## config.mk

```make
export PLATFORM = sky130hd
export DESIGN_NAME = wd_sleep_switch
export DESIGN_NICKNAME = d
export VERILOG_FILES = /design/src/rtl/wdsl_pkg.sv /design/src/rtl/wdsl_edge_sync.sv /design/src/rtl/wdsl_quiet_cnt.sv /design/src/rtl/wdsl_mode_reg.sv /design/src/rtl/wd_sleep_switch.sv
export SDC_FILE = /design/constraint.sdc
export NUM_CORES = 1
export LEC_CHECK = 0
export CORE_AREA = 2 2 39 41
export DETAILED_ROUTE_END_ITERATION = 8
export DIE_AREA = 0 0 41 43
export DONT_BUFFER_PORTS = 1
export PLACE_DENSITY = 0.47
export SYNTH_ARGS = -nofsm -noshare
export SYNTH_HDL_FRONTEND = slang
export SYNTH_SLANG_ARGS = --single-unit
export TNS_END_PERCENT = 10
```

## constraint.sdc

```tcl
create_clock -name clk -period 1.1 [get_ports clk]
set_input_delay 0.22 -clock clk [delete_from_list [all_inputs] [get_ports clk]]
set_output_delay 0.22 -clock clk [all_outputs]
set_load 0.01 [all_outputs]
```

## src/rtl/wdsl_pkg.sv

```systemverilog
// Shared types for the sleep-mode timebase switcher.
package wdsl_pkg;

    // Timebase choice handed to the reset generator.
    typedef enum logic {
        TB_PROG = 1'b0,
        TB_SLOW = 1'b1
    } tb_sel_e;

endpackage

```

## src/rtl/wdsl_edge_sync.sv

```systemverilog
// Two-flop synchronizer for the asynchronous service input, followed by a
// detector that pulses for one cycle on a change of either polarity.
// Assumes svc_in is held low during reset; a high level at reset release
// is reported as one edge.
module wdsl_edge_sync #(
    parameter int SYNC_STAGES = 2
) (
    input  logic clk,
    input  logic rst_n,
    input  logic async_in,
    output logic edge_pulse
);
    logic [SYNC_STAGES-1:0] sync_q;
    logic                   prev_q;

    // Sample the input through the synchronizer chain.
    always_ff @(posedge clk) begin
        if (!rst_n) begin
            sync_q <= '0;
        end else begin
            sync_q <= {sync_q[SYNC_STAGES-2:0], async_in};
        end
    end

    // Keep the last synchronized level for edge detection.
    always_ff @(posedge clk) begin
        if (!rst_n) prev_q <= 1'b0;
        else        prev_q <= sync_q[SYNC_STAGES-1];
    end

    // Any level change is an edge.
    always_comb edge_pulse = sync_q[SYNC_STAGES-1] ^ prev_q;

endmodule

```

## src/rtl/wdsl_quiet_cnt.sv

```systemverilog
// Saturating count of reset pulse periods that passed with no service edge.
// Cleared by a service edge or by power-good loss; the clear wins over a
// strobe in the same cycle.
module wdsl_quiet_cnt #(
    parameter int LIMIT = 3,
    localparam int CW   = $clog2(LIMIT + 1)
) (
    input  logic          clk,
    input  logic          rst_n,
    input  logic          clear,
    input  logic          count_en,
    output logic [CW-1:0] count,
    output logic          at_last
);
    localparam logic [CW-1:0] MAXV = CW'(LIMIT);
    localparam logic [CW-1:0] LASTV = CW'(LIMIT - 1);

    // Advance, clear or hold the quiet-period count.
    always_ff @(posedge clk) begin
        if (!rst_n || clear) begin
            count <= '0;
        end else if (count_en && count != MAXV) begin
            count <= count + 1'b1;
        end
    end

    // Flag that the next strobe completes the required number.
    always_comb at_last = (count == LASTV);

endmodule

```

## src/rtl/wdsl_mode_reg.sv

```systemverilog
// Registered timebase select. Entry and wake both take effect only on a
// period boundary; a wake request seen mid-period is held as pending.
// Power-good loss clears the select immediately.
module wdsl_mode_reg
    import wdsl_pkg::*;
(
    input  logic    clk,
    input  logic    rst_n,
    input  logic    pwr_good,
    input  logic    boundary,
    input  logic    enter_ok,
    input  logic    wake_evt,
    output tb_sel_e mode,
    output logic    wake_pend
);
    // Hold the current timebase choice.
    always_ff @(posedge clk) begin
        if (!rst_n || !pwr_good) begin
            mode <= TB_PROG;
        end else if (boundary) begin
            if (mode == TB_SLOW && (wake_pend || wake_evt)) mode <= TB_PROG;
            else if (mode == TB_PROG && enter_ok)           mode <= TB_SLOW;
        end
    end

    // Remember a service edge seen in slow mode until the next boundary.
    always_ff @(posedge clk) begin
        if (!rst_n || !pwr_good) begin
            wake_pend <= 1'b0;
        end else if (boundary) begin
            wake_pend <= 1'b0;
        end else if (mode == TB_SLOW && wake_evt) begin
            wake_pend <= 1'b1;
        end
    end

endmodule

```

## src/rtl/wd_sleep_switch.sv

```systemverilog
// Top of the sleep-mode timebase switcher: counts unserviced watchdog reset
// periods and selects the slow internal timebase after SLEEP_PERIODS of them.
// Assumes period_done is a single-cycle strobe in the clk domain.
module wd_sleep_switch
    import wdsl_pkg::*;
#(
    parameter int SLEEP_PERIODS = 3,
    parameter int SYNC_STAGES   = 2,
    localparam int CW           = $clog2(SLEEP_PERIODS + 1)
) (
    input  logic clk,
    input  logic rst_n,
    input  logic svc_in,
    input  logic period_done,
    input  logic pwr_good,
    input  logic fast_tick,
    input  logic slow_tick,
    output logic slow_sel,
    output logic sel_tick
);
    logic          svc_edge;
    logic [CW-1:0] quiet_cnt;
    logic          cnt_last;
    logic          wake_pend;
    tb_sel_e       mode;

    wdsl_edge_sync #(.SYNC_STAGES(SYNC_STAGES)) u_sync (
        .clk       (clk),
        .rst_n     (rst_n),
        .async_in  (svc_in),
        .edge_pulse(svc_edge)
    );

    wdsl_quiet_cnt #(.LIMIT(SLEEP_PERIODS)) u_cnt (
        .clk     (clk),
        .rst_n   (rst_n),
        .clear   (svc_edge || !pwr_good),
        .count_en(period_done && !wake_pend),
        .count   (quiet_cnt),
        .at_last (cnt_last)
    );

    wdsl_mode_reg u_mode (
        .clk      (clk),
        .rst_n    (rst_n),
        .pwr_good (pwr_good),
        .boundary (period_done),
        .enter_ok (cnt_last && !svc_edge),
        .wake_evt (svc_edge),
        .mode     (mode),
        .wake_pend(wake_pend)
    );

    // Drive the select and forward the chosen oscillator tick.
    always_comb begin
        slow_sel = (mode == TB_SLOW);
        sel_tick = slow_sel ? slow_tick : fast_tick;
    end

endmodule

```

==> run_results.csv <==
group,metric,value,unit
clocking,cts.sinks,7,
floorplan,die_h,43,microns
min_path,holdCritPathClass,"input pin to flip-flop",
timing,slew_viol_final,0,
critical_path,ff2ff_path_depth,4,
synthesis,synth_area_leaders,"dfxtp_1 (46%), ha_1 (8.2%), and2_1 (6.1%), nor3b_4 (6.1%), a211oi_2 (4.1%)",
clocking,cts_setup_buffers,0,
synthesis,ys_ff_latch,7,
power,power.leakage,0.0001595,uW
critical_path,cp_max_fo,2,
cells_and_area,final-instance-count-excl-fill,51,
routing,routed_wl,541,microns
timing,fin_crit,1.123,ns
synthesis,synth_top_area_cell,"dfxtp_1",
routing,post-route-drc-count,0,
clocking,clk_pin_slew_worst_paths,0.06,ns
cells_and_area,area_growth,27.35,%
critical_path,cp.required,0.88,ns
synthesis,synth_area,306.5,sq um
cells_and_area,final_core_util,28.21,%
timing,skew,0.01197,ns
power,vdd_drop_max,0.0004092,V
placed_design,place_inst,47,
routing,via_count,216,
timing,grt_setup_unrepaired,"true",
critical_path,critPathMaxStageDelay,0.33,ns
floorplan,core,0.001384,sq mm
global_route,antenna_found_initial,0,
routing,drt-wirelength-per-cell,10.61,microns
cells_and_area,antenna_cells,0,
floorplan,die_area,0.001763,sq mm
clocking,cts_tree,"yes",
global_route,grt_pass1_wl,814,microns
clocking,cts_made_buffers,3,
timing,max_freq,0.8904,GHz
cells_and_area,layout-drive-gt1-share,37.14,%
synthesis,synthCells,29,
placed_design,dp_hpwl,436.6,microns
cells_and_area,register_area,141.4,sq um
placed_design,gp_congestion,0.6342,
routing,via_per_inst,4.235,
floorplan,rows,14,
routing,wl_met3,42,microns
cells_and_area,final_area,390.4,sq um
synthesis,synth_cell_types,17,
critical_path,worst_path_max_delay_cell,"dfxtp_2",
timing,setup_viol,1,
floorplan,ios,9,
synthesis,synth.avg_cell_area,10.57,sq um
clocking,insertion_delay,0.26,ns
synthesis,yosys_warnings,0,
synthesis,seq_area_frac_synth,45.71,%
timing,setup_ws,-0.02314,ns
timing,worst_pin_slew,0.2333,ns
cells_and_area,fin_nets,45,
critical_path,worstSetupStartpointType,"flip-flop",
critical_path,path_buf_inv,0,
clocking,cts_root_buffer,"clkbuf_4",
min_path,holdPathStages,1,
routing,topRoutingLayerUsed,"met4",
placed_design,dpl_cell_area,341.6,sq um
routing,firstDrtPassIters,2,
placed_design,port_buffers,0,
timing,relSlewSlack,84.32,%
cells_and_area,fillCellCount,156,
clocking,cts_htree_levels,1,
cells_and_area,multiInputGateArea,182.7,sq um
critical_path,cp_num_cells,1,
routing,antenna_left,0,
timing,fin_setup_tns,-0.02314,ns
placed_design,place_ws,-0.01658,ns
synthesis,synth_nets,38,
global_route,grt_pass1_vias,215,
flow_run,cap_violations,0,
synthesis,synth_top_area_share,45.71,%
global_route,grt_use_total,7.437,%
global_route,gr-total-overflow,0,
global_route,grt_max_degree,6,
critical_path,critical_path_class,"flip-flop to primary output",
critical_path,cpLargestDelayFamily,"flip-flops",
power,powerDensity,1395,mW/mm^2
routing,drt_iter0_drc,1,
critical_path,worstPathArrival,0.90,ns
routing,wl_met2,267,microns
timing,hold_violations,0,
status,outcome,"finished, violations left",
clocking,clockBufferDepth,2,
routing,drt-met1-wl,220,microns
status,violations,"setup timing",
critical_path,crit_chain,"mux2_4",
floorplan,dieWidth,41,microns
floorplan,start_util,22.15,%
clocking,hold_buffers,0,
timing,fin_crit_sh,102.1,%
critical_path,crit_path_end_kind,"primary output",
-- Yosys cell counts --
cell and instances:
or2_1 1, nor4_1 1, inv_1 1, a21oi_1 1, dfxtp_1 7, ha_1 2
mux2_1 1, a21o_1 1, xnor2_1 1, nor3b_4 1, nand2_1 2, xor2_1 1
nor2_1 3, nand3b_1 1, and2_1 3, o31ai_1 1, a211oi_2 1
-- placed cells by master, fill, tap and decap left out --
master and instances:
dfxtp_1 6, nor2_1 3, and2_1 3, clkbuf_4 3, nand2_1 2, buf_4 2, inv_1 1, nand3b_1 1
xor2_2 1, a21oi_1 1, nor3b_4 1, or2_1 1, a211oi_2 1, o31ai_1 1, nor4_2 1, a21o_1 1
xnor2_1 1, mux2_4 1, ha_1 1, ha_2 1, clkinv_2 1, dfxtp_2 1
-- per-stage QoR --
stage                     total power, uW  hold WS [ns]
after floorplan                     302.7        0.3417
after global placement              309.5        0.3457
after detailed placement            312.2        0.3450
after CTS                           554.2       0.06905
after global routing                570.2       0.07083
final                               544.4       0.07940
-- layout make-up --
| type | instances | area share [%] |
|---|---|---|
| multi-input combinational | 21 | 46.79 |
| clock buffer | 3 | 5.769 |
| clock inverter | 1 | 1.282 |
| sequential | 7 | 36.22 |
| inverter | 1 | 0.9615 |
| timing repair buffer | 2 | 3.846 |
| tap | 16 | 5.128 |
-- layer usage --
| layer | up-vias | GRT usage [%] |
|---|---|---|
| li1 | 110 | - |
| met5 | - | 0 |
| met2 | 6 | 9.688 |
| met1 | 98 | 8.065 |
| met4 | 0 | 10.00 |
| met3 | 2 | 1.571 |
-- logic make-up after synthesis --
kind of cell | share of synthesized area, %
multiplexers | 3.673
XOR/XNOR | 5.715
AO/OA/AOI/OAI | 10.61
flip-flops | 45.71
adder cells (fa/ha/maj) | 8.162
AND/OR/NAND/NOR | 24.90
buffers and inverters | 1.223
-- path summary, 6_finish.rpt --
kind	startpoint	slack (ns)	end
setup / recovery	u_mode.mode	-0.02	sel_tick
hold / removal	rst_n	0.08	u_sync.sync_q[1]
setup reg to reg	u_cnt.count[1]	0.03	u_cnt.count[0]
hold reg to reg	u_sync.sync_q[0]	0.43	u_sync.sync_q[1]
-- sequential cells by signal, summed over array words and instances (netlist names) --
signal / cells
u_sync.sync_q: 2
u_mode.mode: 1
u_sync.prev_q: 1
u_mode.wake_pend: 1
u_cnt.count: 2
-- what timing repair did --
action,in CTS,in global routing
resized for setup,3,3
endpoints found under the setup margin,2,4
pin swaps,0,3
endpoints found under the hold margin,0,0
-- worst reg2reg max path, delay by kind of cell, from the launching register on --
kind | cells | cell delay [ns]
flip-flops | 1 | 0.32
AND/OR/NAND/NOR | 2 | 0.30
adder cells (fa/ha/maj) | 1 | 0.19
XOR/XNOR | 1 | 0.15
-- power breakdown --
part           leakage (uW)  switching [uW]  internal (uW)  total, uW
Sequential        0.0000576            4.88            262        267
Clock             0.0000177             101            133        234
Combinational     0.0000841            20.3           23.7       44.0
Note: power is estimated with default switching activity, not from simulation.
